--- src/rtl/evtmr_pkg.sv ---
package evtmr_pkg;

    typedef enum logic [0:0] {
        ST_IDLE = 1'b0,
        ST_RUN  = 1'b1
    } tmr_state_e;

    // control word layout (bit positions are decoded by software)
    typedef struct packed {
        logic stop_now;      // 7: write-only stop command
        logic start_now;     // 6: write-only start command
        logic rsvd;          // 5: reserved, reads 0
        logic auto_rst;      // 4: reload on expiry
        logic stop_rx_end;   // 3
        logic stop_rx_begin; // 2
        logic start_tx_end;  // 1
        logic start_tx_beg;  // 0
    } ctrl_word_t;

    localparam int CFG_BITS      = 5;
    localparam logic [CFG_BITS-1:0] CFG_RESET = 5'b00110;
    localparam int N_START_HW    = 2;
    localparam int N_STOP_HW     = 2;

endpackage

--- src/rtl/evtmr_ctrl_reg.sv ---
module evtmr_ctrl_reg
    import evtmr_pkg::*;
(
    input  logic                clk,
    input  logic                rst_n,
    input  logic                we,
    input  logic [7:0]          wdata,
    output logic [7:0]          rdata,
    output logic [CFG_BITS-1:0] cfg,
    output logic                sw_start,
    output logic                sw_stop
);

    ctrl_word_t                 wr_word;
    logic [CFG_BITS-1:0]        cfg_q;
    logic                       unused_rsvd;

    assign wr_word     = ctrl_word_t'(wdata);
    assign unused_rsvd = wr_word.rsvd;

    always_ff @(posedge clk) begin
        if (!rst_n) begin
            cfg_q <= CFG_RESET;
        end else if (we) begin
            cfg_q <= wdata[CFG_BITS-1:0];
        end
    end

    // command bits act only in the write cycle
    assign sw_start = we && wr_word.start_now;
    assign sw_stop  = we && wr_word.stop_now;

    assign cfg   = cfg_q;
    assign rdata = {{(8-CFG_BITS){1'b0}}, cfg_q};

endmodule

--- src/rtl/evtmr_event_arb.sv ---
module evtmr_event_arb #(
    parameter int N_START = 2,
    parameter int N_STOP  = 2
) (
    input  logic [N_START-1:0] hw_start_ev,
    input  logic [N_START-1:0] hw_start_en,
    input  logic               sw_start,
    input  logic [N_STOP-1:0]  hw_stop_ev,
    input  logic [N_STOP-1:0]  hw_stop_en,
    input  logic               sw_stop,
    output logic               start_req,
    output logic               stop_req
);

    logic [N_START-1:0] start_hit;
    logic [N_STOP-1:0]  stop_hit;

    for (genvar gi = 0; gi < N_START; gi++) begin : g_start
        assign start_hit[gi] = hw_start_ev[gi] & hw_start_en[gi];
    end

    for (genvar gj = 0; gj < N_STOP; gj++) begin : g_stop
        assign stop_hit[gj] = hw_stop_ev[gj] & hw_stop_en[gj];
    end

    // start has priority over a simultaneous stop
    assign start_req = (|start_hit) | sw_start;
    assign stop_req  = ((|stop_hit) | sw_stop) & ~start_req;

endmodule

--- src/rtl/evtmr_prescaler.sv ---
module evtmr_prescaler #(
    parameter int SHIFT_W   = 5,
    parameter int MAX_SHIFT = 21
) (
    input  logic               clk,
    input  logic               rst_n,
    input  logic               clear,
    input  logic               enable,
    input  logic [SHIFT_W-1:0] shift,
    output logic               tick
);

    localparam int PRE_W = (MAX_SHIFT < 1) ? 1 : MAX_SHIFT;

    logic [PRE_W-1:0] pre_q;
    logic [SHIFT_W:0] eff_shift;
    logic [PRE_W:0]   mask_wide;
    logic [PRE_W-1:0] mask;

    always_comb begin
        if (int'(shift) > MAX_SHIFT) begin
            eff_shift = (SHIFT_W+1)'(MAX_SHIFT);
        end else begin
            eff_shift = {1'b0, shift};
        end
        mask_wide = ((PRE_W+1)'(1) << eff_shift) - (PRE_W+1)'(1);
        mask      = mask_wide[PRE_W-1:0];
    end

    always_ff @(posedge clk) begin
        if (!rst_n) begin
            pre_q <= '0;
        end else if (clear) begin
            pre_q <= '0;
        end else if (enable) begin
            pre_q <= pre_q + PRE_W'(1);
        end
    end

    assign tick = enable && ((pre_q & mask) == mask);

endmodule

--- src/rtl/evtmr_core.sv ---
module evtmr_core
    import evtmr_pkg::*;
#(
    parameter int CNT_W = 8
) (
    input  logic             clk,
    input  logic             rst_n,
    input  logic             start_req,
    input  logic             stop_req,
    input  logic             tick,
    input  logic             auto_rst,
    input  logic [CNT_W-1:0] reload_val,
    output logic             load,
    output logic [CNT_W-1:0] count_o,
    output logic             running_o,
    output logic             irq_o
);

    localparam logic [CNT_W-1:0] ONE = CNT_W'(1);

    tmr_state_e       state_q, state_d;
    logic [CNT_W-1:0] cnt_q;
    logic             irq_q;
    logic             expire;
    logic             dec;

    // state register
    always_ff @(posedge clk) begin
        if (!rst_n) begin
            state_q <= ST_IDLE;
        end else begin
            state_q <= state_d;
        end
    end

    // next state and step decisions
    always_comb begin
        state_d = state_q;
        load    = 1'b0;
        expire  = 1'b0;
        dec     = 1'b0;
        unique case (state_q)
            ST_IDLE: begin
                if (start_req) begin
                    load    = 1'b1;
                    state_d = ST_RUN;
                end
            end
            ST_RUN: begin
                if (start_req) begin
                    load = 1'b1;
                end else if (stop_req) begin
                    state_d = ST_IDLE;
                end else if (tick) begin
                    if (cnt_q == ONE) begin
                        expire = 1'b1;
                        if (!auto_rst) begin
                            state_d = ST_IDLE;
                        end
                    end else begin
                        dec = 1'b1;
                    end
                end
            end
            default: state_d = ST_IDLE;
        endcase
    end

    // outputs: count and interrupt pulse
    always_ff @(posedge clk) begin
        if (!rst_n) begin
            cnt_q <= '0;
            irq_q <= 1'b0;
        end else begin
            irq_q <= expire;
            if (load) begin
                cnt_q <= reload_val;
            end else if (expire) begin
                cnt_q <= auto_rst ? reload_val : '0;
            end else if (dec) begin
                cnt_q <= cnt_q - ONE;
            end
        end
    end

    assign count_o   = cnt_q;
    assign running_o = (state_q == ST_RUN);
    assign irq_o     = irq_q;

endmodule

--- src/rtl/event_reload_timer.sv ---
module event_reload_timer
    import evtmr_pkg::*;
#(
    parameter int CNT_W     = 8,
    parameter int SHIFT_W   = 5,
    parameter int MAX_SHIFT = 21
) (
    input  logic               clk,
    input  logic               rst_n,
    input  logic               ctrl_we,
    input  logic [7:0]         ctrl_wdata,
    output logic [7:0]         ctrl_rd,
    input  logic [SHIFT_W-1:0] prescale,
    input  logic [CNT_W-1:0]   reload_val,
    input  logic               ev_tx_begin,
    input  logic               ev_tx_end,
    input  logic               ev_rx_begin,
    input  logic               ev_rx_end,
    output logic [CNT_W-1:0]   count_o,
    output logic               running_o,
    output logic               irq_o
);

    logic [CFG_BITS-1:0] cfg;
    logic                sw_start;
    logic                sw_stop;
    logic                start_req;
    logic                stop_req;
    logic                tick;
    logic                load;

    evtmr_ctrl_reg u_ctrl (
        .clk      (clk),
        .rst_n    (rst_n),
        .we       (ctrl_we),
        .wdata    (ctrl_wdata),
        .rdata    (ctrl_rd),
        .cfg      (cfg),
        .sw_start (sw_start),
        .sw_stop  (sw_stop)
    );

    evtmr_event_arb #(
        .N_START (N_START_HW),
        .N_STOP  (N_STOP_HW)
    ) u_arb (
        .hw_start_ev ({ev_tx_end, ev_tx_begin}),
        .hw_start_en (cfg[1:0]),
        .sw_start    (sw_start),
        .hw_stop_ev  ({ev_rx_end, ev_rx_begin}),
        .hw_stop_en  (cfg[3:2]),
        .sw_stop     (sw_stop),
        .start_req   (start_req),
        .stop_req    (stop_req)
    );

    evtmr_prescaler #(
        .SHIFT_W   (SHIFT_W),
        .MAX_SHIFT (MAX_SHIFT)
    ) u_pre (
        .clk    (clk),
        .rst_n  (rst_n),
        .clear  (load),
        .enable (running_o),
        .shift  (prescale),
        .tick   (tick)
    );

    evtmr_core #(
        .CNT_W (CNT_W)
    ) u_core (
        .clk        (clk),
        .rst_n      (rst_n),
        .start_req  (start_req),
        .stop_req   (stop_req),
        .tick       (tick),
        .auto_rst   (cfg[4]),
        .reload_val (reload_val),
        .load       (load),
        .count_o    (count_o),
        .running_o  (running_o),
        .irq_o      (irq_o)
    );

endmodule

--- config.mk ---
export PLATFORM = sky130hd
export DESIGN_NAME = event_reload_timer
export DESIGN_NICKNAME = d
export VERILOG_FILES = /design/src/rtl/evtmr_pkg.sv /design/src/rtl/evtmr_ctrl_reg.sv /design/src/rtl/evtmr_event_arb.sv /design/src/rtl/evtmr_prescaler.sv /design/src/rtl/evtmr_core.sv /design/src/rtl/event_reload_timer.sv
export SDC_FILE = /design/constraint.sdc
export NUM_CORES = 1
export LEC_CHECK = 0
export ABC_AREA = 1
export BUFFER_PORTS_ARGS = -buffer_cell sky130_fd_sc_hd__buf_4
export CORE_MARGIN = 2
export CORE_UTILIZATION = 50
export CTS_BUF_LIST = sky130_fd_sc_hd__clkbuf_16
export CTS_CLUSTER_DIAMETER = 120
export CTS_CLUSTER_SIZE = 10
export DETAILED_ROUTE_END_ITERATION = 16
export PLACE_DENSITY = 0.71
export SYNTH_ARGS = -nofsm -noshare
export SYNTH_HDL_FRONTEND = slang
export SYNTH_SLANG_ARGS = --single-unit
--- constraint.sdc ---
create_clock -name clk -period 6.4 [get_ports clk]
set_input_delay 0.32 -clock clk [delete_from_list [all_inputs] [get_ports clk]]
set_output_delay 0.32 -clock clk [all_outputs]
set_load 0.02 [all_outputs]
After elaboration in Yosys (flattened, before gate mapping)
Index checks and enable logic that the tools add are counted.
{"block": "totals", "wordCells": 52, "latch_bits": 0, "register_bits": 36, "memories": 0, "mem_bits_ro": 0, "in_bits": 28, "mem_bits_rw": 0}
{"block": "classes", "order_cmp": 1, "n_eq_ne": 2, "reduce_logical": 7, "mux": 22, "bitwise": 11, "n_addsub": 3, "div_mod_pow": 0, "n_mul": 0, "n_shift": 1}
{"operator": "two-way mux 8 bit", "n": 4}
{"operator": "adder 21 x 1 -> 21 bit (second input constant)", "n": 1}
{"operator": "AND 21 bit", "n": 1}
{"operator": "== test 21 bit", "n": 1}
{"operator": "<< shifter 1 x 5 -> 21 bit (first input constant)", "n": 1}
{"operator": "subtractor 21 x 2 -> 21 bit (second input constant)", "n": 1}
{"operator": "two-way mux 1 bit", "n": 16}
{"operator": "== test 8 x 1 -> 1 bit (second input constant)", "n": 1}
{"operator": "subtractor 8 x 1 -> 8 bit (second input constant)", "n": 1}
{"operator": "OR reduction 2 bit", "n": 3}
{"operator": "AND 1 bit", "n": 5}
{"operator": "greater-than comparator 5 bit (second input constant)", "n": 1}
{"operator": "two-way mux 5 bit", "n": 1}
{"operator": "logical AND 1 bit", "n": 3}
{"operator": "NOT 1 bit", "n": 3}
{"operator": "nonzero test 3 bit", "n": 1}
{"operator": "bitwise OR 1 bit", "n": 2}
{"operator": "case mux 1 bit (2 select lines)", "n": 1}

Depth between registers and ports, before layout
{"block": "depth", "word_depth": 14, "mapped_depth": 24, "ltp_nobuf": 23}

By module
A second synthesis with hierarchy kept.
{"block": "unflattened", "cells_unflattened": 439, "hier_area_um2": 2924.1}
{"module": "evtmr_prescaler", "cells_each": 282, "n_inst": 1, "area_each_um2": 1861.8, "seq_area_each_um2": 420.4}
{"module": "evtmr_core", "cells_each": 106, "n_inst": 1, "area_each_um2": 718.2, "seq_area_each_um2": 200.2}
{"module": "evtmr_ctrl_reg", "cells_each": 41, "n_inst": 1, "area_each_um2": 285.3, "seq_area_each_um2": 100.1}
{"module": "evtmr_event_arb", "cells_each": 10, "n_inst": 1, "area_each_um2": 58.8, "seq_area_each_um2": 0.0}

Least setup slack after synthesis
No wires, ideal clock.
{"block": "synth_path", "kind": "input to register", "start": "input prescale[3]", "end": "register u_core.cnt_q[2], in the netlist u_core.count_o[2]", "n_path_buf": 1, "path_slack_ns": 3.882, "arrival_ns": 2.377, "t_required_ns": 6.259, "stages": 24, "path_cell_list": "buf_6 -> inv_8 -> nand2_4 -> nand2_4 -> nand4_4 -> nor2_4 -> inv_1 -> ha_1 -> nand2_4 -> nor2_4 -> nand2_2 -> inv_2 -> nand2_2 -> nand2_1 -> nand3b_1 -> nand2_1 -> inv_1 -> nand2_1 -> nor2_1 -> nand3_1 -> nor2_2 -> nand3_1 -> nand2_1 -> a21oi_2"}
{"block": "synth_via", "elab_chain_cells": 13}
{"element": "from (decl)", "line_no": "event_reload_timer.sv:13", "text": "input logic [SHIFT_W-1:0] prescale,"}
{"element": "greater-than comparator 5 bit", "line_no": "evtmr_prescaler.sv:21", "text": "if (int'(shift) > MAX_SHIFT) begin"}
{"element": "two-way mux 5 bit *", "line_no": "evtmr_prescaler.sv:21"}
{"element": "<< shifter 1 x 5 -> 21 bit *", "line_no": "evtmr_prescaler.sv:26", "text": "mask_wide = ((PRE_W+1)'(1) << eff_shift) - (PRE_W+1)'(1);"}
{"element": "subtractor 21 x 2 -> 21 bit *", "line_no": "evtmr_prescaler.sv:26"}
{"element": "AND 21 bit", "line_no": "evtmr_prescaler.sv:40", "text": "assign tick = enable && ((pre_q & mask) == mask);"}
{"element": "== test 21 bit *", "line_no": "evtmr_prescaler.sv:40"}
{"element": "logical AND 1 bit *", "line_no": "evtmr_prescaler.sv:40"}
{"element": "two-way mux 1 bit", "line_no": "evtmr_core.sv:54", "text": "end else if (tick) begin"}
{"element": "two-way mux 1 bit", "line_no": "evtmr_core.sv:52", "text": "end else if (stop_req) begin"}
{"element": "two-way mux 1 bit", "line_no": "evtmr_core.sv:50", "text": "if (start_req) begin"}
{"element": "two-way mux 1 bit", "line_no": "evtmr_core.sv:42", "text": "unique case (state_q)"}
{"element": "two-way mux 8 bit", "line_no": "evtmr_core.sv:78", "text": "end else if (expire) begin"}
{"element": "two-way mux 8 bit", "line_no": "evtmr_core.sv:76", "text": "if (load) begin"}
{"element": "to (signal assigned)", "line_no": "evtmr_core.sv:77", "text": "cnt_q <= reload_val;"}
{"element": "to (signal assigned)", "line_no": "evtmr_core.sv:79", "text": "cnt_q <= auto_rst ? reload_val : '0;"}
{"element": "to (signal assigned)", "line_no": "evtmr_core.sv:81", "text": "cnt_q <= cnt_q - ONE;"}
{"element": "to (decl)", "line_no": "evtmr_core.sv:22", "text": "logic [CNT_W-1:0] cnt_q;"}
Every way passes the cells marked *; elsewhere a longest branch is shown, timed or not.
A chain may end at the register's enable or synchronous reset.

Worst setup path after layout
{"block": "layout_path", "start": "input prescale[2]", "end": "register u_core.cnt_q[5], in the netlist u_core.count_o[5]"}
The elaborated chain is that of the path after synthesis.

==> out/qor.txt <==
=====================================================================================
Internal power                                                                 469 uW
WL per Instance                                                               13.2 um
Mean number of vias per cell                                                     5.42
Tightest Pin Transition                                                        669 ps
Vias in the first global route                                                  2,905
Gate count of the mapped netlist                                                  488
Area of the placeable core                                                 5920 sq um
Synth Register Bits                                                                36
Worst setup slack after placement                                             3330 ps
Net switching component of the power                                           206 uW
Post-Synthesis Mean Instance Area                                          6.28 sq um
Worst Setup SP                                                            prescale[2]
Clock tree from TritonCTS                                                        done
Count of buffers inserted at the top-level ports                                   41
Proportion of total power due to net switching                                  30.5%
Cell with the most instances on the worst path                           sky130_fd_sc_hd__nand2_1
Top post-synthesis cells by count                                        106 x sky130_fd_sc_hd__nand2_1, 63 x sky130_fd_sc_hd__inv_1, 59 x sky130_fd_sc_hd__nor2_1
Highest clock frequency the design can meet                                   354 MHz
Number of antenna violations at the first check in global routing                   0
Slack of the worst reg-to-reg path                                            4010 ps
Number of nets in the final layout                                                553
Clock insertion delay at the later pin of the skew report                      280 ps
Number of buffers between clock root and the deepest sink                           2
Yosys warns                                                                         0
Proportion of netlist area held by the largest area contributor                 23.5%
Number of maximum-capacitance violations                                            0
Number of vias in the routed layout                                             3,238
Part of the total power dissipated in combinational logic                       22.6%
First-pass GRT wire length                                                  13,100 um
Kind of critical path                                                    primary input to flip-flop
Most frequent cell after synthesis                                       sky130_fd_sc_hd__nand2_1
Predominant post-synthesis flop cell                                     sky130_fd_sc_hd__dfxtp_1
Pleak                                                                      0.00157 uW
Post-synth cell types                                                              45
Final setup skew                                                              4.70 ps
I/O Pins                                                                           46
Timing endpoint of the critical path                                     u_core.count_o[5]
Inst Count DP                                                                     589
Launching point of the worst reg2reg path                                u_core.running_o
Share of flip-flops with an asynchronous set or reset                              0%
Number of cells on the worst reg-to-reg path                                       10
Period Utilization, post-route                                                  44.2%
WL final                                                                      7850 um
Critical path cell sequence                                              buf_4, inv_1, nand4_4, nor2_4, inv_1, ha_1, nand2_4, nor2_4, nand2_2, inv_2, nand2_2, nand2_1, nand3b_1, nand2_1, inv_1, nand2_1, nor2_1, nand3_1, nor2_2, nand3_1, nand2_1, a21oi_2
Kind of capture point of the worst setup path                               flip-flop
Number of iterations in the first detailed-routing pass                             5
Setup repair after global routing missed its margin                                no
Layout Area Growth over Synthesis                                               15.1%
# DRC                                                                               0
Aggregate global routing overflow                                                   0
Die area                                                                   6770 sq um
Starting utilization of the core area                                           51.8%
Cell area after technology mapping                                         3070 sq um
Row count                                                                          28
Element type at the critical path start                                  primary input
Die H                                                                         82.3 um
Min-delay worst type                                                     primary input to flip-flop
Largest net degree at the start of global routing                                  18
Cell type with the highest aggregate area in the netlist                 sky130_fd_sc_hd__dfxtp_1
Number of hold buffers added after cts                                              0
Pwr dens                                                                  191 nW/um^2
TritonCTS Buffers                                                                   5
Setup Buffers After CTS                                                             0
Relative slew slack                                                             55.0%
Post-detailed-placement cell area                                          3360 sq um
Portion of the post-synthesis area used by sequential elements                  23.5%
Die width                                                                     82.3 um
Layout Cell Area excl Fill                                                 3530 sq um
Crit-path max cell delay                                                       370 ps
Number of flops mapped to enable cells by yosys                                     0
Number of DRC markers after the initial detailed-route iteration                  230
Synth area leaders                                                       sky130_fd_sc_hd__dfxtp_1 24%, sky130_fd_sc_hd__nand2_1 13%, sky130_fd_sc_hd__inv_1 7.7%
Portion of total power attributed to sequential cells                           35.7%
All-Layer GR Usage                                                              24.7%
Final hold vios                                                                     0
Final WS setup                                                                3570 ps
Max-slew violation count                                                            0
Share of power burned in the clock network                                      41.7%
Finished Layout Cells                                                             597
Clock root buffer                                                        sky130_fd_sc_hd__clkbuf_16
Time the final worst path needs with I/O delays and setup                     2830 ps
Share of post-route cells with drive strength above 1                           19.9%
Worst Path Arrival                                                            2970 ps
Data required, critical path                                                  6550 ps
DP Wirelength                                                                 5980 um
Gates resized, CTS repair                                                           0
Status                                                                   finished clean
Antenna cell count                                                                  0
Fin Setup TNS                                                                    0 ps
Clock-pin slew of the registers on the worst-case setup and hold paths          60 ps
Biggest fanout along the worst timing path                                         13
Setup-failing EPs final                                                             0
Final weighted congestion of routability-driven global placement                0.921
Clock sink total                                                                   36
Number of routed nets with antenna violations                                       0
Worst R2R End                                                            u_pre.pre_q[19]
Cell with the largest stage delay on the worst path                      sky130_fd_sc_hd__inv_1
Clock H-tree levels                                                                 2
Worst voltage drop across the vdd grid                                       0.195 mV
=====================================================================================
[sequential cells by signal, indices dropped and copies added, names as in the netlist]
register / flops
u_core.running_o: 1
u_core.count_o: 8
u_core.irq_o: 1
u_ctrl.cfg: 5
u_pre.pre_q: 21
[power by group through the flow]
stage / Combinational, uW / Sequential [uW] / Clock, uW
6_report: 153 / 241 / 281
5_1_grt: 172 / 242 / 296
4_1_cts: 152 / 241 / 285
3_5_place_dp: 151 / 246 / 0
3_3_place_gp: 148 / 246 / 0
2_1_floorplan: 107 / 250 / 0
[cells by family (layout without fill, tap and decap cells)]
logic type	count (synthesis)	count (layout)	synth area share, %
flops	36	36	23.5
fa+ha+maj	4	4	1.63
buf+inv	89	121	12.9
simple gates	284	284	46.7
other cells	1	3	0.122
xor+xnor	6	6	1.71
compound gates	68	68	13.5
[final cells by class]
class                      count  area (sq um)
fill                         568          2390
tap                           75          93.8
sequential                    36           721
inverter                      72           280
multi-input combinational    365          1960
clock inverter                 3          42.5
timing repair buffer          41           308
clock buffer                   5           125
[placed cells by master (no fill, tap or decap), types with 2 or more instances in the layout]
cell	n
sky130_fd_sc_hd__nand4_2	3
sky130_fd_sc_hd__o21bai_1	2
sky130_fd_sc_hd__dfxtp_1	36
sky130_fd_sc_hd__nand3b_1	4
sky130_fd_sc_hd__conb_1	3
sky130_fd_sc_hd__nor3_1	7
sky130_fd_sc_hd__nand3_2	6
sky130_fd_sc_hd__buf_4	41
sky130_fd_sc_hd__nand3_1	41
sky130_fd_sc_hd__nand2_4	3
sky130_fd_sc_hd__or2_2	2
sky130_fd_sc_hd__ha_1	4
sky130_fd_sc_hd__a21oi_1	29
sky130_fd_sc_hd__nand2_1	106
sky130_fd_sc_hd__nor2_1	59
sky130_fd_sc_hd__xor2_1	5
sky130_fd_sc_hd__inv_2	7
sky130_fd_sc_hd__nor2_4	6
sky130_fd_sc_hd__o21ai_0	17
sky130_fd_sc_hd__a31oi_1	2
sky130_fd_sc_hd__clkbuf_16	5
sky130_fd_sc_hd__a21oi_2	9
sky130_fd_sc_hd__nand4_1	25
sky130_fd_sc_hd__nand2_2	3
sky130_fd_sc_hd__inv_1	63
sky130_fd_sc_hd__nand4_4	2
sky130_fd_sc_hd__nor2_2	9
sky130_fd_sc_hd__nor4_1	5
[through the flow]
stage               hold slack (ps)  utilization (%)  power, uW
CTS                             250             59.6        678
finish                          250             59.6        675
global route                    255             59.6        710
global placement                480             56.8        394
detailed placement              485             56.8        396
floorplan                       404                -        356
[worst min path at each step]
| stage | start | end | slack [ps] | depth (start not counted) |
|---|---|---|---|---|
| after floorplan | rst_n | u_ctrl.cfg[1] | 400 | 1 |
| after global placement | u_ctrl.cfg[2] | u_ctrl.cfg[2] | 480 | 2 |
| after detailed placement | u_ctrl.cfg[1] | u_ctrl.cfg[1] | 490 | 2 |
| after CTS | ctrl_wdata[2] | u_ctrl.cfg[2] | 250 | 3 |
| after global routing | ctrl_wdata[2] | u_ctrl.cfg[2] | 250 | 3 |
| final | ctrl_wdata[2] | u_ctrl.cfg[2] | 250 | 3 |
[per-layer routing]
| layer | vias to the layer above | wire length [um] | global-route usage [%] |
|---|---|---|---|
| met2 | 98 | 3660 | 39.1 |
| li1 | 1666 | - | - |
| met1 | 1463 | 3620 | 34.2 |
| met3 | 11 | 458 | 3.91 |
| met5 | - | 0 | 0 |
| met4 | 0 | 116 | 7.67 |
[worst max-delay path, delay by kind of cell]
family	cells	cell delay, ps
adders and majority gates	1	240
AOI/OAI and AO/OA	1	60
buffers and inverters	5	680
and+or+nand+nor	15	1650
Power figures use the tool's default switching activity.
